### config.mk
export PLATFORM = sky130hd
export DESIGN_NAME = pkt_alloc_unit
export DESIGN_NICKNAME = d
export VERILOG_FILES = /design/src/rtl/pau_pkg.sv /design/src/rtl/pau_fifo.sv /design/src/rtl/pau_datapath.sv /design/src/rtl/pau_ctrl.sv /design/src/rtl/pkt_alloc_unit.sv
export SDC_FILE = /design/constraint.sdc
export NUM_CORES = 1
export LEC_CHECK = 0
export CELL_PAD_IN_SITES_DETAIL_PLACEMENT = 1
export CELL_PAD_IN_SITES_GLOBAL_PLACEMENT = 1
export CORE_ASPECT_RATIO = 1.4
export CORE_MARGIN = 2
export CORE_UTILIZATION = 49
export CTS_BUF_LIST = sky130_fd_sc_hd__clkbuf_16
export DETAILED_ROUTE_END_ITERATION = 6
export GPL_ROUTABILITY_DRIVEN = 0
export PLACE_DENSITY = 0.83
export SYNTH_ARGS = -nofsm -noshare
export SYNTH_HDL_FRONTEND = slang
export SYNTH_SLANG_ARGS = --single-unit
### constraint.sdc
create_clock -name clk -period 8.9 [get_ports clk]
set_input_delay 2.225 -clock clk [delete_from_list [all_inputs] [get_ports clk]]
set_output_delay 2.225 -clock clk [all_outputs]
set_load 0.01 [all_outputs]
### src/rtl/pau_pkg.sv
package pau_pkg;
  typedef enum logic [1:0] {
    OP_ALLOC   = 2'd0,
    OP_RELEASE = 2'd1,
    OP_ENQUEUE = 2'd2,
    OP_TXACK   = 2'd3
  } cmdOp_e;

  // strobes issued by control to the datapath
  typedef struct packed {
    logic allocReq;
    logic hostRel;
    logic autoRel;
    logic pushTx;
    logic popTx;
    logic pushComp;
    logic popComp;
  } strobes_t;
endpackage

### src/rtl/pau_fifo.sv
module pau_fifo #(
  parameter int W     = 4,
  parameter int DEPTH = 16
) (
  input  logic         clk,
  input  logic         rstN,
  input  logic         push,
  input  logic [W-1:0] pushData,
  input  logic         pop,
  output logic [W-1:0] head,
  output logic         empty,
  output logic         full
);
  localparam int AW = $clog2(DEPTH);

  logic [W-1:0] mem [DEPTH];
  logic [AW-1:0] wrPtr, rdPtr;
  logic [AW:0]   count;

  always_ff @(posedge clk) begin
    if (push) mem[wrPtr] <= pushData;
  end

  always_ff @(posedge clk) begin
    if (!rstN) begin
      wrPtr <= '0;
      rdPtr <= '0;
      count <= '0;
    end else begin
      if (push) wrPtr <= (wrPtr == AW'(DEPTH-1)) ? '0 : wrPtr + 1'b1;
      if (pop)  rdPtr <= (rdPtr == AW'(DEPTH-1)) ? '0 : rdPtr + 1'b1;
      count <= count + (AW+1)'(push) - (AW+1)'(pop);
    end
  end

  assign empty = (count == '0);
  assign full  = (count == (AW+1)'(DEPTH));
  assign head  = empty ? '1 : mem[rdPtr];

  AST_NO_OVERFLOW:  assert property (@(posedge clk) disable iff (!rstN) push |-> !full);
  AST_NO_UNDERFLOW: assert property (@(posedge clk) disable iff (!rstN) pop |-> !empty);
endmodule

### src/rtl/pau_datapath.sv
module pau_datapath
  import pau_pkg::*;
#(
  parameter int NUM_PKTS   = 16,
  parameter int NUM_PAGES  = 32,
  parameter int PAGE_BYTES = 256,
  parameter int QDEPTH     = 16,
  parameter int LEN_W      = 13,
  localparam int PN_W      = $clog2(NUM_PKTS),
  localparam int CNT_W     = $clog2(NUM_PAGES + 1)
) (
  input  logic             clk,
  input  logic             rstN,
  input  strobes_t         stb,
  input  logic [LEN_W-1:0] cmdLen,
  input  logic [PN_W-1:0]  pnReg,
  input  logic [PN_W-1:0]  macDonePkt,
  output logic [PN_W-1:0]  allocResult,
  output logic             allocFlag,
  output logic             allocBusy,
  output logic [CNT_W-1:0] freePages,
  output logic [PN_W-1:0]  txHead,
  output logic             txEmpty,
  output logic             txFull,
  output logic [PN_W-1:0]  compHead,
  output logic             compEmpty,
  output logic             compFull
);
  localparam int PSH = $clog2(PAGE_BYTES);
  localparam int SW  = CNT_W + 2;

  logic [NUM_PKTS-1:0] pktUsed;
  logic [CNT_W-1:0]    pageCnt [NUM_PKTS];
  logic [CNT_W-1:0]    freeCount, pendPages, reqPages;
  logic [LEN_W:0]      rounded;
  logic [PN_W-1:0]     freePn;
  logic                anyFree, grant, relHost, relAuto;
  logic [SW-1:0]       freeNext;

  // pages needed for the requested length, zero length takes one page
  always_comb begin
    rounded  = {1'b0, cmdLen} + (LEN_W+1)'(PAGE_BYTES - 1);
    reqPages = CNT_W'(rounded >> PSH);
    if (reqPages == '0) reqPages = CNT_W'(1);
  end

  // lowest packet number not in use
  always_comb begin
    freePn  = '0;
    anyFree = 1'b0;
    for (int i = NUM_PKTS - 1; i >= 0; i--) begin
      if (!pktUsed[i]) begin
        freePn  = PN_W'(i);
        anyFree = 1'b1;
      end
    end
  end

  assign grant   = allocBusy && anyFree && (freeCount >= pendPages);
  assign relHost = stb.hostRel && pktUsed[pnReg];
  assign relAuto = stb.autoRel && pktUsed[macDonePkt] && !(relHost && pnReg == macDonePkt);

  always_comb begin
    freeNext = SW'(freeCount);
    if (relHost) freeNext = freeNext + SW'(pageCnt[pnReg]);
    if (relAuto) freeNext = freeNext + SW'(pageCnt[macDonePkt]);
    if (grant)   freeNext = freeNext - SW'(pendPages);
  end

  always_ff @(posedge clk) begin
    if (!rstN) begin
      pktUsed     <= '0;
      freeCount   <= CNT_W'(NUM_PAGES);
      pendPages   <= '0;
      allocBusy   <= 1'b0;
      allocFlag   <= 1'b0;
      allocResult <= '1;
      for (int i = 0; i < NUM_PKTS; i++) pageCnt[i] <= '0;
    end else begin
      freeCount <= freeNext[CNT_W-1:0];
      if (relHost) pktUsed[pnReg] <= 1'b0;
      if (relAuto) pktUsed[macDonePkt] <= 1'b0;
      if (grant) begin
        pktUsed[freePn] <= 1'b1;
        pageCnt[freePn] <= pendPages;
        allocResult     <= freePn;
        allocFlag       <= 1'b1;
        allocBusy       <= 1'b0;
      end else if (stb.allocReq && !allocBusy) begin
        pendPages <= reqPages;
        allocBusy <= 1'b1;
        allocFlag <= 1'b0;
      end
    end
  end

  assign freePages = freeCount;

  AST_FREE_BOUND: assert property (@(posedge clk) disable iff (!rstN) freeCount <= CNT_W'(NUM_PAGES));
  AST_GRANT_AFTER_WAIT: assert property (@(posedge clk) disable iff (!rstN) $rose(allocFlag) |-> $past(allocBusy));
  AST_BUSY_NO_FLAG: assert property (@(posedge clk) disable iff (!rstN) allocBusy |-> !allocFlag);

  pau_fifo #(.W(PN_W), .DEPTH(QDEPTH)) i_txq (
    .clk(clk), .rstN(rstN), .push(stb.pushTx), .pushData(pnReg),
    .pop(stb.popTx), .head(txHead), .empty(txEmpty), .full(txFull)
  );

  pau_fifo #(.W(PN_W), .DEPTH(QDEPTH)) i_compq (
    .clk(clk), .rstN(rstN), .push(stb.pushComp), .pushData(macDonePkt),
    .pop(stb.popComp), .head(compHead), .empty(compEmpty), .full(compFull)
  );
endmodule

### src/rtl/pau_ctrl.sv
module pau_ctrl
  import pau_pkg::*;
#(
  parameter int PN_W = 4
) (
  input  logic            clk,
  input  logic            rstN,
  input  logic            cmdValid,
  input  logic [1:0]      cmdOp,
  input  logic            pnWe,
  input  logic [PN_W-1:0] pnWdata,
  input  logic            txEnSet,
  input  logic            autoRelease,
  input  logic            macReady,
  input  logic            macDone,
  input  logic            macDoneOk,
  input  logic            txEmpty,
  input  logic            txFull,
  input  logic            compEmpty,
  input  logic            compFull,
  output strobes_t        stb,
  output logic [PN_W-1:0] pnReg,
  output logic            txEn,
  output logic            macValid
);
  cmdOp_e op;
  logic   okAuto;

  assign op       = cmdOp_e'(cmdOp);
  assign okAuto   = macDoneOk && autoRelease;
  assign macValid = txEn && !txEmpty;

  always_comb begin
    stb          = '0;
    stb.allocReq = cmdValid && (op == OP_ALLOC);
    stb.hostRel  = cmdValid && (op == OP_RELEASE);
    stb.pushTx   = cmdValid && (op == OP_ENQUEUE) && !txFull;
    stb.popComp  = cmdValid && (op == OP_TXACK) && !compEmpty;
    stb.popTx    = macValid && macReady;
    stb.autoRel  = macDone && okAuto;
    stb.pushComp = macDone && !okAuto && !compFull;
  end

  always_ff @(posedge clk) begin
    if (!rstN) begin
      pnReg <= '0;
      txEn  <= 1'b0;
    end else begin
      if (pnWe) pnReg <= pnWdata;
      if (macDone && !macDoneOk) txEn <= 1'b0;
      else if (txEnSet)          txEn <= 1'b1;
    end
  end

  AST_TXEN_DROP: assert property (@(posedge clk) disable iff (!rstN) (macDone && !macDoneOk) |=> !txEn);
  AST_TXEN_RISE: assert property (@(posedge clk) disable iff (!rstN) $rose(txEn) |-> $past(txEnSet));
endmodule

### src/rtl/pkt_alloc_unit.sv
module pkt_alloc_unit
  import pau_pkg::*;
#(
  parameter int NUM_PKTS   = 16,
  parameter int NUM_PAGES  = 32,
  parameter int PAGE_BYTES = 256,
  parameter int QDEPTH     = 16,
  parameter int LEN_W      = 13,
  localparam int PN_W      = $clog2(NUM_PKTS),
  localparam int CNT_W     = $clog2(NUM_PAGES + 1)
) (
  input  logic             clk,
  input  logic             rstN,
  input  logic             cmdValid,
  input  logic [1:0]       cmdOp,
  input  logic [LEN_W-1:0] cmdLen,
  input  logic             pnWe,
  input  logic [PN_W-1:0]  pnWdata,
  input  logic             txEnSet,
  input  logic             autoRelease,
  input  logic             allocMask,
  input  logic             txMask,
  input  logic             macReady,
  input  logic             macDone,
  input  logic [PN_W-1:0]  macDonePkt,
  input  logic             macDoneOk,
  output logic [PN_W-1:0]  allocResult,
  output logic             allocFlag,
  output logic             allocBusy,
  output logic             allocIrq,
  output logic [CNT_W-1:0] freePages,
  output logic             txEn,
  output logic             macValid,
  output logic [PN_W-1:0]  macPkt,
  output logic             txFlag,
  output logic             txIrq,
  output logic [PN_W-1:0]  compHead,
  output logic             compEmpty,
  output logic             txqEmpty
);
  strobes_t        stb;
  logic [PN_W-1:0] pnReg;
  logic            txFull, compFull;

  pau_ctrl #(.PN_W(PN_W)) i_ctrl (
    .clk(clk), .rstN(rstN), .cmdValid(cmdValid), .cmdOp(cmdOp),
    .pnWe(pnWe), .pnWdata(pnWdata), .txEnSet(txEnSet), .autoRelease(autoRelease),
    .macReady(macReady), .macDone(macDone), .macDoneOk(macDoneOk),
    .txEmpty(txqEmpty), .txFull(txFull), .compEmpty(compEmpty), .compFull(compFull),
    .stb(stb), .pnReg(pnReg), .txEn(txEn), .macValid(macValid)
  );

  pau_datapath #(
    .NUM_PKTS(NUM_PKTS), .NUM_PAGES(NUM_PAGES), .PAGE_BYTES(PAGE_BYTES),
    .QDEPTH(QDEPTH), .LEN_W(LEN_W)
  ) i_dp (
    .clk(clk), .rstN(rstN), .stb(stb), .cmdLen(cmdLen), .pnReg(pnReg),
    .macDonePkt(macDonePkt), .allocResult(allocResult), .allocFlag(allocFlag),
    .allocBusy(allocBusy), .freePages(freePages), .txHead(macPkt),
    .txEmpty(txqEmpty), .txFull(txFull), .compHead(compHead),
    .compEmpty(compEmpty), .compFull(compFull)
  );

  assign txFlag   = !compEmpty;
  assign allocIrq = allocFlag && allocMask;
  assign txIrq    = txFlag && txMask;
endmodule

==> run summary, run 1 <==
Headroom to the max-slew limit came out at 15.1%. The post-route fraction of the period consumed by the critical path is 73.9%. The run finished with clean final reports.

The combined global-route utilization of all metal layers came out at 27.8%. Buffers placed on the I/O ports in this run total 60. For the post-CTS resize count, the log shows 0. The worst-margin pin slew was 1.27 ns.

The maximum level of the CTS H-tree is 1. After clock tree synthesis, the clock-pin slew on the worst setup and hold paths is 0.07 ns. The routed design has 42900 µm of wire.

In this run, synthesis produced a sequential element count of 301. The total inserted antenna cells is 0. Fill cells in the final layout number 2872. The initial antenna violation count was 0. Of the cells placed in the final design, the portion with a size suffix greater than 1 is 17.2%.

The number of flops mapped to enable cells by yosys was 224. The mean number of vias per cell works out to 6.26. On the critical path, the stage with the largest delay is an instance of sky130_fd_sc_hd__o22ai_2.

Counting flops with an async set or reset pin after synthesis yields a share of 0%. In the routed design, unresolved DRC markers number 0. The wire-length estimate of the detail-placed layout is 31400 µm.

STA classifies the critical path startpoint as an input port. Count of boundary I/O pins: 61. The first global-routing pass estimated 64900 µm of wire. For the maximum number of pins on one net before global-route repair, the log shows 49. CTS saw 301 sinks.

The setup clock skew after layout was 0.0179 ns. The worst min-delay path class was flip-flop to flip-flop. From bottom edge to top edge, the die measures 210 µm. The leakage power figure was 5.71 nW.

The detail-routed net length per standard cell is 27.6 µm. The tools report the max-cap violation count as 0. Cells fill 56.5% of the core in the end.

The critical path is of the input port to flip-flop type. For this run, the top clock speed supported by timing is 152 MHz. The number of hold buffers added after cts is 0, and the register cell area after layout is 8270 µm². Summed over all failing endpoints, the final setup total negative slack is 0 ns.

In the post-synthesis netlist, the biggest area contributors are sky130_fd_sc_hd__edfxtp_1 (45%), sky130_fd_sc_hd__mux4_2 (16%), sky130_fd_sc_hd__dfxtp_1 (10%). In this design, the largest share of critical-path delay is due to compound AO/OA/AOI/OAI gates. The share of Yosys cell area claimed by the top area cell type came out at 45.3%. The gate count after technology mapping came out at 1096.

Summing all multi-input logic gate instances after layout gives 6170 µm². TritonCTS built the clock tree. The floorplan has 75 rows. Final count of pins violating max slew: 0. Yosys instantiated no cell more often than sky130_fd_sc_hd__edfxtp_1. For the area inside the core boundary, the log shows 29900 µm². The routed layout has 9742 vias. The post-layout minimum cycle time was 6.58 ns. STA classifies the critical path endpoint as a flip-flop.

The longest clock path from root to sink contains 3 buffers. The main flop type after synthesis was sky130_fd_sc_hd__edfxtp_1. The proportion of synthesized chip area in sequential cells is 55.6%, and the worst path buffer plus inverter count is 2.

Setup repair after global routing left no endpoint under its margin. The area of the mapped netlist is 14900 µm², and the net total in the final layout is 1228. The later pin in the worst-skew pair is clocked with a latency of 0.57 ns. The post-synthesis area per instance was 13.6 µm². The run gives 10.8k as the number of global-route vias before repair. By count the netlist is led by sky130_fd_sc_hd__edfxtp_1 (224), sky130_fd_sc_hd__mux4_2 (106), sky130_fd_sc_hd__nor2_1 (92), sky130_fd_sc_hd__nand2_1 (78), sky130_fd_sc_hd__dfxtp_1 (77). Setup violations remaining at the end of the flow were counted as 0. The maximum fanout along the worst path was 8. The largest total area in the synthesized netlist belongs to sky130_fd_sc_hd__edfxtp_1.

The area growth from synthesis to layout is 13.8%. Across the VDD grid, the largest voltage drop is 0.116 mV. The die covers 31800 µm². The pre-antenna-repair detailed-routing pass consisted of 5 iterations. The number of failing hold endpoints at the final stage was 0; the total global routing overflow was 0.

Traced cell by cell, the critical path runs through clkdlybuf4s50_1 > nand2_1 > or3_1 > o22ai_2 > mux2i_1 > inv_1 > ha_1 > a21o_1 > a21oi_1 > xnor2_1 > mux2_1 > ha_1 > a21boi_1 > o21a_1 > or3_1 > a21oi_1 > xnor3_1 > nand2_1. In this run the clock root is driven by a sky130_fd_sc_hd__clkbuf_16. The logs give 684 for the iteration-0 DRC count of the detailed router and 1178 for the net count after synthesis. Once the floorplan was initialized, standard cells occupied 49.6% of the core.

At the worst endpoint, the arrival time is 7.09 ns. The horizontal die dimension is 151 µm. The delay of the slowest critical-path stage is 0.56 ns, and the number of warnings reported in the yosys synthesis log is 0.

The number of post-CTS setup repair buffers was 0; the count of different cell masters after synthesis was 63. The number of clock buffers added by TritonCTS is 30. The count of nets left with antenna violations once routing finished came out at 0. The run gives 9.41 ns as the required time at the worst-slack endpoint. In this run the power density over the cells is 210 nW/µm².
==> sequential cells by signal, summed over array words and instances, names as in the netlist, named ones only <==
name and count:
i_dp.allocBusy 1, i_dp.i_compq.count 5, i_ctrl.txEn 1, i_dp.pendPages 6, i_ctrl.pnReg 4, i_dp.i_compq.wrPtr 4
i_dp.i_txq.count 5, i_dp.pktUsed 16, i_dp.allocResult 4, i_dp.freePages 6, i_dp.pageCnt 96, i_dp.i_txq.wrPtr 4
i_dp.i_txq.rdPtr 4, i_dp.i_compq.rdPtr 4, i_dp.allocFlag 1, i_dp.i_txq.mem 64, i_dp.i_compq.mem 64
==> kinds of logic (layout without fill, tap and decap cells) <==
group / after synthesis / in the layout / share of synthesized area, %
simple gates: 347 / 347 / 11.4
fa+ha+maj: 48 / 48 / 4.29
compound gates: 127 / 127 / 5.73
mux: 135 / 135 / 18.2
buf+inv: 108 / 182 / 2.91
xor+xnor: 30 / 30 / 1.86
flops: 301 / 301 / 55.6
==> worst reg2reg max path, delay by kind of cell (launching register included) <==
| kind | cells | cell delay (ns) |
|---|---|---|
| flip-flops | 1 | 1.16 |
| AO/OA/AOI/OAI | 5 | 0.91 |
| adder cells (fa/ha/maj) | 4 | 1.35 |
| buffers and inverters | 1 | 0.14 |
| multiplexers | 4 | 1.62 |
| AND/OR/NAND/NOR | 2 | 0.39 |
| XOR/XNOR | 2 | 0.42 |
==> metrics by stage <==
| step | setup WS (ns) | instance area (µm²) | instances | total power [mW] | hold WS [ns] |
|---|---|---|---|---|---|
| finish | 2.32 | 16900 | 1555 | 3.56 | 0.473 |
| global route | 2.15 | 16900 | 1555 | 3.68 | 0.499 |
| CTS | 2.37 | 16900 | 1555 | 3.57 | 0.476 |
| detailed placement | 1.85 | 15800 | 1499 | 2.21 | 0.466 |
| global placement | 2.13 | 15800 | 1499 | 2.18 | 0.461 |
| floorplan | 1.99 | 14900 | 1096 | 1.98 | 0.476 |
==> routing by layer <==
metal / track usage (%) / vias to the layer above / wire (µm)
met5: 0 / - / 0
met4: 16.5 / 0 / 2780
met3: 3.20 / 145 / 1850
met2: 51.3 / 377 / 23400
met1: 30.1 / 4960 / 14800
li1: - / 4260 / -
==> final cells by class <==
| type | instances | share of cell area [%] |
|---|---|---|
| inverter | 45 | 0.999 |
| sequential | 301 | 48.9 |
| clock inverter | 23 | 1.49 |
| timing repair buffer | 81 | 4.39 |
| multi-input combinational | 687 | 36.5 |
| tap | 385 | 2.85 |
| clock buffer | 33 | 4.88 |
==> worst paths after layout <==
| path | from | end | slack (ns) | cells past startpoint |
|---|---|---|---|---|
| worst min-delay path | i_dp.allocFlag | i_dp.allocFlag | 0.47 | 2 |
| worst max-delay path | cmdOp[0] | i_dp.freePages[5] | 2.32 | 18 |
| worst min register to register | i_dp.allocFlag | i_dp.allocFlag | 0.47 | 2 |
| worst max register to register | flip-flop | i_dp.freePages[5] | 2.87 | 18 |
==> power breakdown <==
part	internal [mW]	total, mW	switching, mW
clock	0.814	1.38	0.562
combinational	0.276	0.558	0.281
sequential	1.56	1.62	0.0623
==> cells in the final DEF, fill, tap and decap left out, types with 6 or more instances in the layout <==
cell type	n
sky130_fd_sc_hd__a21o_1	9
sky130_fd_sc_hd__a21oi_1	19
sky130_fd_sc_hd__a41o_1	6
sky130_fd_sc_hd__and2_1	27
sky130_fd_sc_hd__buf_4	21
sky130_fd_sc_hd__clkbuf_16	33
sky130_fd_sc_hd__clkdlybuf4s50_1	57
sky130_fd_sc_hd__clkinv_2	7
sky130_fd_sc_hd__dfxtp_1	77
sky130_fd_sc_hd__edfxtp_1	224
sky130_fd_sc_hd__ha_1	43
sky130_fd_sc_hd__inv_1	41
sky130_fd_sc_hd__mux2i_1	21
sky130_fd_sc_hd__mux4_2	106
sky130_fd_sc_hd__nand2_1	78
sky130_fd_sc_hd__nand2b_1	8
sky130_fd_sc_hd__nand3_1	18
sky130_fd_sc_hd__nor2_1	92
sky130_fd_sc_hd__nor2b_1	26
sky130_fd_sc_hd__nor3_1	52
sky130_fd_sc_hd__o21ai_0	12
sky130_fd_sc_hd__o21ai_1	31
sky130_fd_sc_hd__or2_1	8
sky130_fd_sc_hd__or3_1	12
sky130_fd_sc_hd__xnor2_1	18
sky130_fd_sc_hd__xor2_1	11
(Power assumes the default switching activity.)
==> run 2: changes to the inputs <==
--- a/config.mk
+++ b/config.mk
@@ -9,11 +9,11 @@
 export CELL_PAD_IN_SITES_GLOBAL_PLACEMENT = 1
 export CORE_ASPECT_RATIO = 1.4
 export CORE_MARGIN = 2
-export CORE_UTILIZATION = 49
+export CORE_UTILIZATION = 46
 export CTS_BUF_LIST = sky130_fd_sc_hd__clkbuf_16
 export DETAILED_ROUTE_END_ITERATION = 6
 export GPL_ROUTABILITY_DRIVEN = 0
-export PLACE_DENSITY = 0.83
+export PLACE_DENSITY = 0.82
 export SYNTH_ARGS = -nofsm -noshare
 export SYNTH_HDL_FRONTEND = slang
 export SYNTH_SLANG_ARGS = --single-unit
==> constraint.sdc (replaced) <==
create_clock -name clk -period 6 [get_ports clk]
set_input_delay 1.5 -clock clk [delete_from_list [all_inputs] [get_ports clk]]
set_output_delay 1.5 -clock clk [all_outputs]
set_load 0.01 [all_outputs]
==> run summary, run 2 (synthesized netlist as in run 1, its figures left out) <==
The flow ran to the end, and the final reports show no timing, DRC or antenna violations. For the upper clock frequency limit, the log shows 181 MHz. The logs give 1577 (+1.4%) for the final standard cell count with taps included and fillers excluded and 31700 µm² (+5.9%) for the area inside the core boundary. Die outline area: 33800 µm² (+6.4%). The most frequent standard cell in the layout excluding fill and tap cells is sky130_fd_sc_hd__edfxtp_1.

The cell row count is 77 (+2.7%). The area growth from synthesis to layout came out at 13.9% (about the same). STA classifies the critical path startpoint as a flip-flop. The number of failing hold endpoints at the final stage was 0 (unchanged). The combined global-route utilization of all metal layers was 25.5% (-2.2 points); the total inserted antenna cells was 0 (unchanged). The detailed-route DRC error count was 0 (unchanged). For hold timing, the worst endpoint is i_dp.allocFlag. The data arrival time of the critical path is 6.04 ns (-1.05 ns). The final-report setup violation count came out at 0 (unchanged). Post-CTS resize count: 0 (unchanged). The vertical die dimension works out to 217 µm (+3.1%). Capturing element type of the critical path: a flip-flop. The worst-margin pin slew came out at 1.09 ns (-0.185 ns).

The number of global-route vias before repair is 10.8k (+0.53%). Total wire length: 42400 µm (-1.2%). The total global routing overflow is 0 (unchanged). The number of cells on the worst reg-to-reg path came out at 18 (unchanged). The starting density of the core was 46.9% (-2.8 points).

The tools report the global-route wire length before repair as 64500 µm (-0.55%). The peak supply drop is 0.206 mV (+77%), and the number of post-CTS setup repair buffers is 0 (unchanged). The number of placed instances with taps included is 1524 (+1.7%), and the clock-pin slew on the worst setup and hold paths is 0.07 ns (about the same).

In the layout the commonest cells are sky130_fd_sc_hd__edfxtp_1 (224), sky130_fd_sc_hd__mux4_2 (106), sky130_fd_sc_hd__nor2_1 (92), sky130_fd_sc_hd__nand2_1 (78), sky130_fd_sc_hd__dfxtp_1 (77). The initial antenna violation count is 0 (unchanged). Largest buffer count on any clock path: 3 (unchanged). In this run the worst hold path is classified as flip-flop to flip-flop. The setup clock skew after layout is 0.0134 ns (-0.00443 ns). The mean number of vias per cell came out at 6.24 (-0.45%). The horizontal die dimension works out to 156 µm (+3.1%). Count of buffers inserted at the top-level ports: 60 (unchanged). The root buffer cell is sky130_fd_sc_hd__clkbuf_16. The fraction of layout cells with a size suffix above 1 is 17.5% (+0.33 points).

The kind of critical path is flip-flop to flip-flop. The detail-routed net length per standard cell is 26.9 µm (-2.6%), and the setup TNS is 0 ns (unchanged). The post-route antenna net violation count was 0 (unchanged); the final cell utilization of the core was 53.4% (-3.1 points). Capture instance of the worst register-to-register path: i_dp.freePages[5]. The iteration-0 DRC count of the detailed router was 752 (+9.9%). The leakage power figure was 5.74 nW (+0.63%). Dividing the final minimum period by the clock period gives 92.2%. The final count of pins violating max slew is 0 (unchanged), and the worst slew margin relative to its limit is 27.5% (+12 points).

The maximum level of the CTS H-tree was 1 (unchanged). The run gives 1242 (+1.1%) as the net total in the final layout. The count of cells along the worst hold path is 2 (unchanged). The number of hold buffers added after cts was 0 (unchanged); the CTS sink count was 301 (unchanged). The number of flip-flops in the largest register is 96 (unchanged), and the maximum fanout along the worst path is 14 (+6).

The run gives 61 (unchanged) as the count of boundary I/O pins. The max-cap violation count was 0 (unchanged). Setup repair after global routing left no endpoint under its margin. Post-layout minimum cycle time: 5.53 ns. In the final layout, the registers with the most flip-flops are i_dp.pageCnt (96), i_dp.i_compq.mem (64), i_dp.i_txq.mem (64). The detailed-routing iteration count for the pre-antenna-repair pass was 5 (unchanged). TritonCTS built the clock tree. The register with the most flip-flops in the final layout is i_dp.pageCnt.

Detailed-placement wirelength estimate: 31100 µm (-1.1%). The worst-case register-to-register setup slack was 0.47 ns (-2.40 ns); the power density over cell area was 303 nW/µm² (+44%). The logs give 0.476 ns (+0.00359 ns) for the worst hold slack after final layout and 9835 (+0.95%) for the overall via count from detail_route.

The maximum number of pins on one net before global-route repair is 34 (-31%), and the TritonCTS buffer count is 29 (-3.3%). The clock latency reported for the late side of the worst-skew pair was 0.56 ns (about the same). The worst hold path begins at i_dp.allocFlag. The required time at the worst-slack endpoint was 6.51 ns (-2.90 ns).
## run 2: power breakdown
part           internal [mW]  switching [mW]  total (mW)
combinational          0.422           0.421       0.843
sequential              2.32          0.0972        2.42
clock                   1.05           0.808        1.86
## run 2: critical path, cell delays in order, from the launching register on
cell	delay (ns)
sky130_fd_sc_hd__dfxtp_1	0.51
sky130_fd_sc_hd__buf_4	0.38
sky130_fd_sc_hd__buf_4	0.24
sky130_fd_sc_hd__mux4_2	0.51
sky130_fd_sc_hd__mux4_2	0.51
sky130_fd_sc_hd__ha_1	0.34
sky130_fd_sc_hd__a21oi_1	0.23
sky130_fd_sc_hd__xnor2_1	0.09
sky130_fd_sc_hd__mux2_2	0.29
sky130_fd_sc_hd__ha_1	0.35
sky130_fd_sc_hd__xnor2_1	0.13
sky130_fd_sc_hd__mux2_1	0.31
sky130_fd_sc_hd__ha_1	0.31
sky130_fd_sc_hd__a21boi_1	0.16
sky130_fd_sc_hd__o21a_1	0.19
sky130_fd_sc_hd__or3_1	0.30
sky130_fd_sc_hd__a21oi_1	0.20
sky130_fd_sc_hd__xnor3_1	0.33
sky130_fd_sc_hd__nand2_1	0.07
## run 2: how the worst max path moves through the flow
stage	cells past startpoint	to	from	slack (ns)
2_1_floorplan	18	i_dp.freePages[5]	macDonePkt[0]	0.04
3_3_place_gp	20	i_dp.freePages[5]	cmdOp[0]	0.21
3_5_place_dp	20	i_dp.freePages[5]	cmdOp[0]	0.03
4_1_cts	18	i_dp.freePages[5]	flip-flop	0.47
5_1_grt	18	i_dp.freePages[5]	flip-flop	0.22
6_report	18	i_dp.freePages[5]	flip-flop	0.47
## run 2: layout make-up
cell class | instances | area [µm²]
fill | 3080 | 14800
sequential | 301 | 8270
multi-input combinational | 687 | 6170
timing repair buffer | 96 | 868
clock buffer | 29 | 726
tap | 395 | 494
clock inverter | 24 | 223
inverter | 45 | 169
## run 2: per-layer routing
layer	wire, µm	up-vias	track usage (%)
met3	1830	157	3.10
met5	0	-	0
li1	-	4285	-
met2	23000	377	47.5
met4	2970	0	16.1
met1	14600	5016	27.1
## run 2: stage by stage
step	area (µm²)	power (mW)	worst slack, ns
finish	16900	5.12	0.468
global placement	16000	3.24	0.209
detailed placement	16000	3.30	0.0334
floorplan	14900	2.94	0.0408
CTS	16900	5.15	0.472
global route	16900	5.29	0.216
==> run 3: changes to the inputs <==
--- a/config.mk
+++ b/config.mk
@@ -14,6 +14,7 @@
 export DETAILED_ROUTE_END_ITERATION = 6
 export GPL_ROUTABILITY_DRIVEN = 0
 export PLACE_DENSITY = 0.82
+export REMOVE_ABC_BUFFERS = 1
 export SYNTH_ARGS = -nofsm -noshare
 export SYNTH_HDL_FRONTEND = slang
 export SYNTH_SLANG_ARGS = --single-unit
==> constraint.sdc (replaced) <==
create_clock -name clk -period 4.7 [get_ports clk]
set_input_delay 1.175 -clock clk [delete_from_list [all_inputs] [get_ports clk]]
set_output_delay 1.175 -clock clk [all_outputs]
set_load 0.01 [all_outputs]
==> run summary, run 3 (synthesized netlist as in run 1, its figures left out) <==
The net total in the final layout is 1311 (+5.6%), and the clock-pin slew on the worst setup and hold paths is 0.07 ns (about the same). Worst min-delay path class: flip-flop to flip-flop. The tools report the post-detailed-placement cell area as 16500 µm² (+3.2%).

The cell row count came out at 77 (unchanged). The tools report the detailed-route DRC error count as 0 (unchanged). The tools report the capturing element type of the critical path as a flip-flop. Setup repair after global routing could not meet its margin everywhere. The root buffer cell chosen for the clock tree is sky130_fd_sc_hd__clkbuf_16. The iteration-0 DRC count of the detailed router is 949 (+26%), and the number of failing hold endpoints at the final stage is 0 (unchanged). The tools report the maximum level of the CTS H-tree as 1 (unchanged). The run gives 61 (unchanged) as the count of boundary I/O pins. The post-route fraction of the period consumed by the critical path was 104% (+12 points). The post-route antenna net violation count is 0 (unchanged), and the required time at the worst-slack endpoint is 5.20 ns (-1.31 ns). The peak supply drop was 0.284 mV (+38%); the setup TNS was -0.198 ns (-0.198 ns).

The tools report the area inside the core boundary as 31700 µm² (unchanged). The tools report the final count of pins violating max slew as 0 (unchanged). The count of buffers inserted at the top-level ports came out at 60 (unchanged). The largest registers in the layout are i_dp.pageCnt (96), i_dp.i_compq.mem (64), i_dp.i_txq.mem (64). The horizontal die dimension came out at 156 µm (unchanged).

Leaving out fill and tap cells, the most frequent cell in the layout is sky130_fd_sc_hd__edfxtp_1. The largest individual stage delay along the critical path comes from the cell sky130_fd_sc_hd__mux4_2. Global-route wire length before repair: 69400 µm (+7.5%). The mean number of vias per cell was 6.27 (+0.56%); the worst slew margin relative to its limit was 44.0% (+17 points). For the die outline area, the log shows 33800 µm² (unchanged).

TritonCTS built the clock tree. The power density over cell area is 364 nW/µm² (+20%). The logs give 0.58 ns (+0.02 ns) for the clock latency reported for the late side of the worst-skew pair and 0.0224 ns (+0.00892 ns) for the setup clock skew after layout.

The worst-case register-to-register setup slack came out at -0.20 ns (-0.67 ns). The number of flip-flops in the largest register is 96 (unchanged), and the maximum number of pins on one net before global-route repair is 72 (+110%). The maximum fanout along the worst path works out to 6 (-8). The tools report the TritonCTS buffer count as 29 (unchanged).

The logs give 32600 µm (+4.9%) for the detailed-placement wirelength estimate and 0 (unchanged) for the total inserted antenna cells. The run gives 0 (unchanged) as the total global routing overflow. For the final cell utilization of the core, the log shows 55.4% (+2.1 points).

The tools report the combined global-route utilization of all metal layers as 27.4% (+1.9 points). The tools report the data arrival time of the critical path as 5.40 ns (-0.64 ns). The tools report the initial antenna violation count as 0 (unchanged).

The tools report the startpoint type of the worst setup path as a flip-flop. The run gives 1 (+1) as the final-report setup violation count. The post-layout minimum cycle time came out at 4.90 ns (-0.633 ns). The run gives 3 (unchanged) as the largest buffer count on any clock path. The leakage power figure was 6.06 nW (+5.5%); the final worst slack was -0.198 ns (-0.667 ns). The detailed-routing iteration count for the pre-antenna-repair pass was 7 (+2).

Relative to the synthesized area, the layout overhead comes to 18.3%. The detail-routed net length per standard cell was 27.7 µm (+3.2%). The library cells used most frequently in the layout, excluding fill and tap cells, are sky130_fd_sc_hd__edfxtp_1 (224), sky130_fd_sc_hd__mux4_2 (106), sky130_fd_sc_hd__buf_4 (99), sky130_fd_sc_hd__nor2_1 (92), sky130_fd_sc_hd__nand2_1 (78). The register containing the most flip-flops in the final layout is i_dp.pageCnt. The upper clock frequency limit was 204 MHz (+13%); the fraction of layout cells with a size suffix above 1 was 23.8% (+6.3 points). The CTS sink count is 301 (unchanged), and the vertical die dimension is 217 µm (unchanged). The logs give 11.3k (+4.7%) for the number of global-route vias before repair and 10.3k (+5.0%) for the overall via count from detail_route. The final standard cell count with taps included and fillers excluded is 1646 (+4.4%), and the delay of the slowest critical-path stage is 0.54 ns (+0.03 ns).

The total wire length was 45600 µm (+7.8%). The final reports fail on negative setup slack. The run gives 17600 µm² (+3.9%) as the area of all placed cells without fillers. The worst setup path is of the flip-flop to flip-flop kind.

The tools report the number of placed instances with taps included as 1587 (+4.1%). The worst-margin pin slew was 0.834 ns (-0.252 ns). The max-cap violation count was 0 (unchanged). The flow ran to the end, but the final reports show violations. Walking the worst path, the cells encountered are buf_12 > mux4_2 > mux4_2 > ha_4 > fa_2 > mux2i_2 > buf_4 > fa_2 > mux2i_4 > ha_1 > nor2b_1 > o21ai_1 > a21boi_1 > o21a_1 > or3_4 > a21oi_2 > xnor3_1 > nand2_1. The number of hold buffers added after cts came out at 0 (unchanged).

The tools report the starting density of the core as 46.9% (unchanged).
## run 3: layout make-up
cell class                 instances  area, µm²
sequential                       301       8270
multi-input combinational        687       6340
clock buffer                      29        726
fill                            3097      14100
tap                              395        494
clock inverter                    24        123
inverter                          45        169
timing repair buffer             165       1460
## run 3: repair_timing
action,4_1_cts,5_1_grt
pin swaps,7,2
cloned,1,0
buffers inserted,5,0
endpoints found under the setup margin,2,2
resized for setup,25,7
## run 3: path summary, 6_finish.rpt
kind / cells after the start / end / from
worst min-delay path: 2 / i_dp.allocFlag / i_dp.allocFlag
worst max-delay path: 18 / i_dp.freePages[5] / flip-flop
worst max register to register: 18 / i_dp.freePages[5] / flip-flop
worst min register to register: 2 / i_dp.allocFlag / i_dp.allocFlag
## run 3: per-layer routing
layer	up-vias	track usage (%)	share of wire, %	routed length (µm)
met5	-	0	0	0
met4	0	13.1	5.2	2380
met3	152	3.92	6.0	2740
met2	501	50.7	53	24400
met1	5238	30.9	35	16100
li1	4432	-	-	-
## run 3: critical path, delay by kind of cell, from the launching register on
kind	cells	cell delay, ns
buf+inv	2	0.29
simple gates	3	0.56
compound gates	4	0.60
xor+xnor	1	0.22
mux	4	1.22
fa+ha+maj	4	1.54
flops	1	0.37
## run 3: where the power goes
part           switching, mW  internal, mW
sequential            0.0937          2.96
clock                   1.04          1.12
combinational          0.596         0.595
total                   1.73          4.68
## run 3: per-stage QoR
step | setup WS (ns) | hold WS, ns | power (mW)
2_1_floorplan | -0.896 | 0.476 | 3.72
3_3_place_gp | -0.775 | 0.467 | 4.16
3_5_place_dp | -0.913 | 0.474 | 4.23
4_1_cts | -0.103 | 0.486 | 6.41
5_1_grt | -0.333 | 0.517 | 6.62
6_report | -0.198 | 0.483 | 6.40
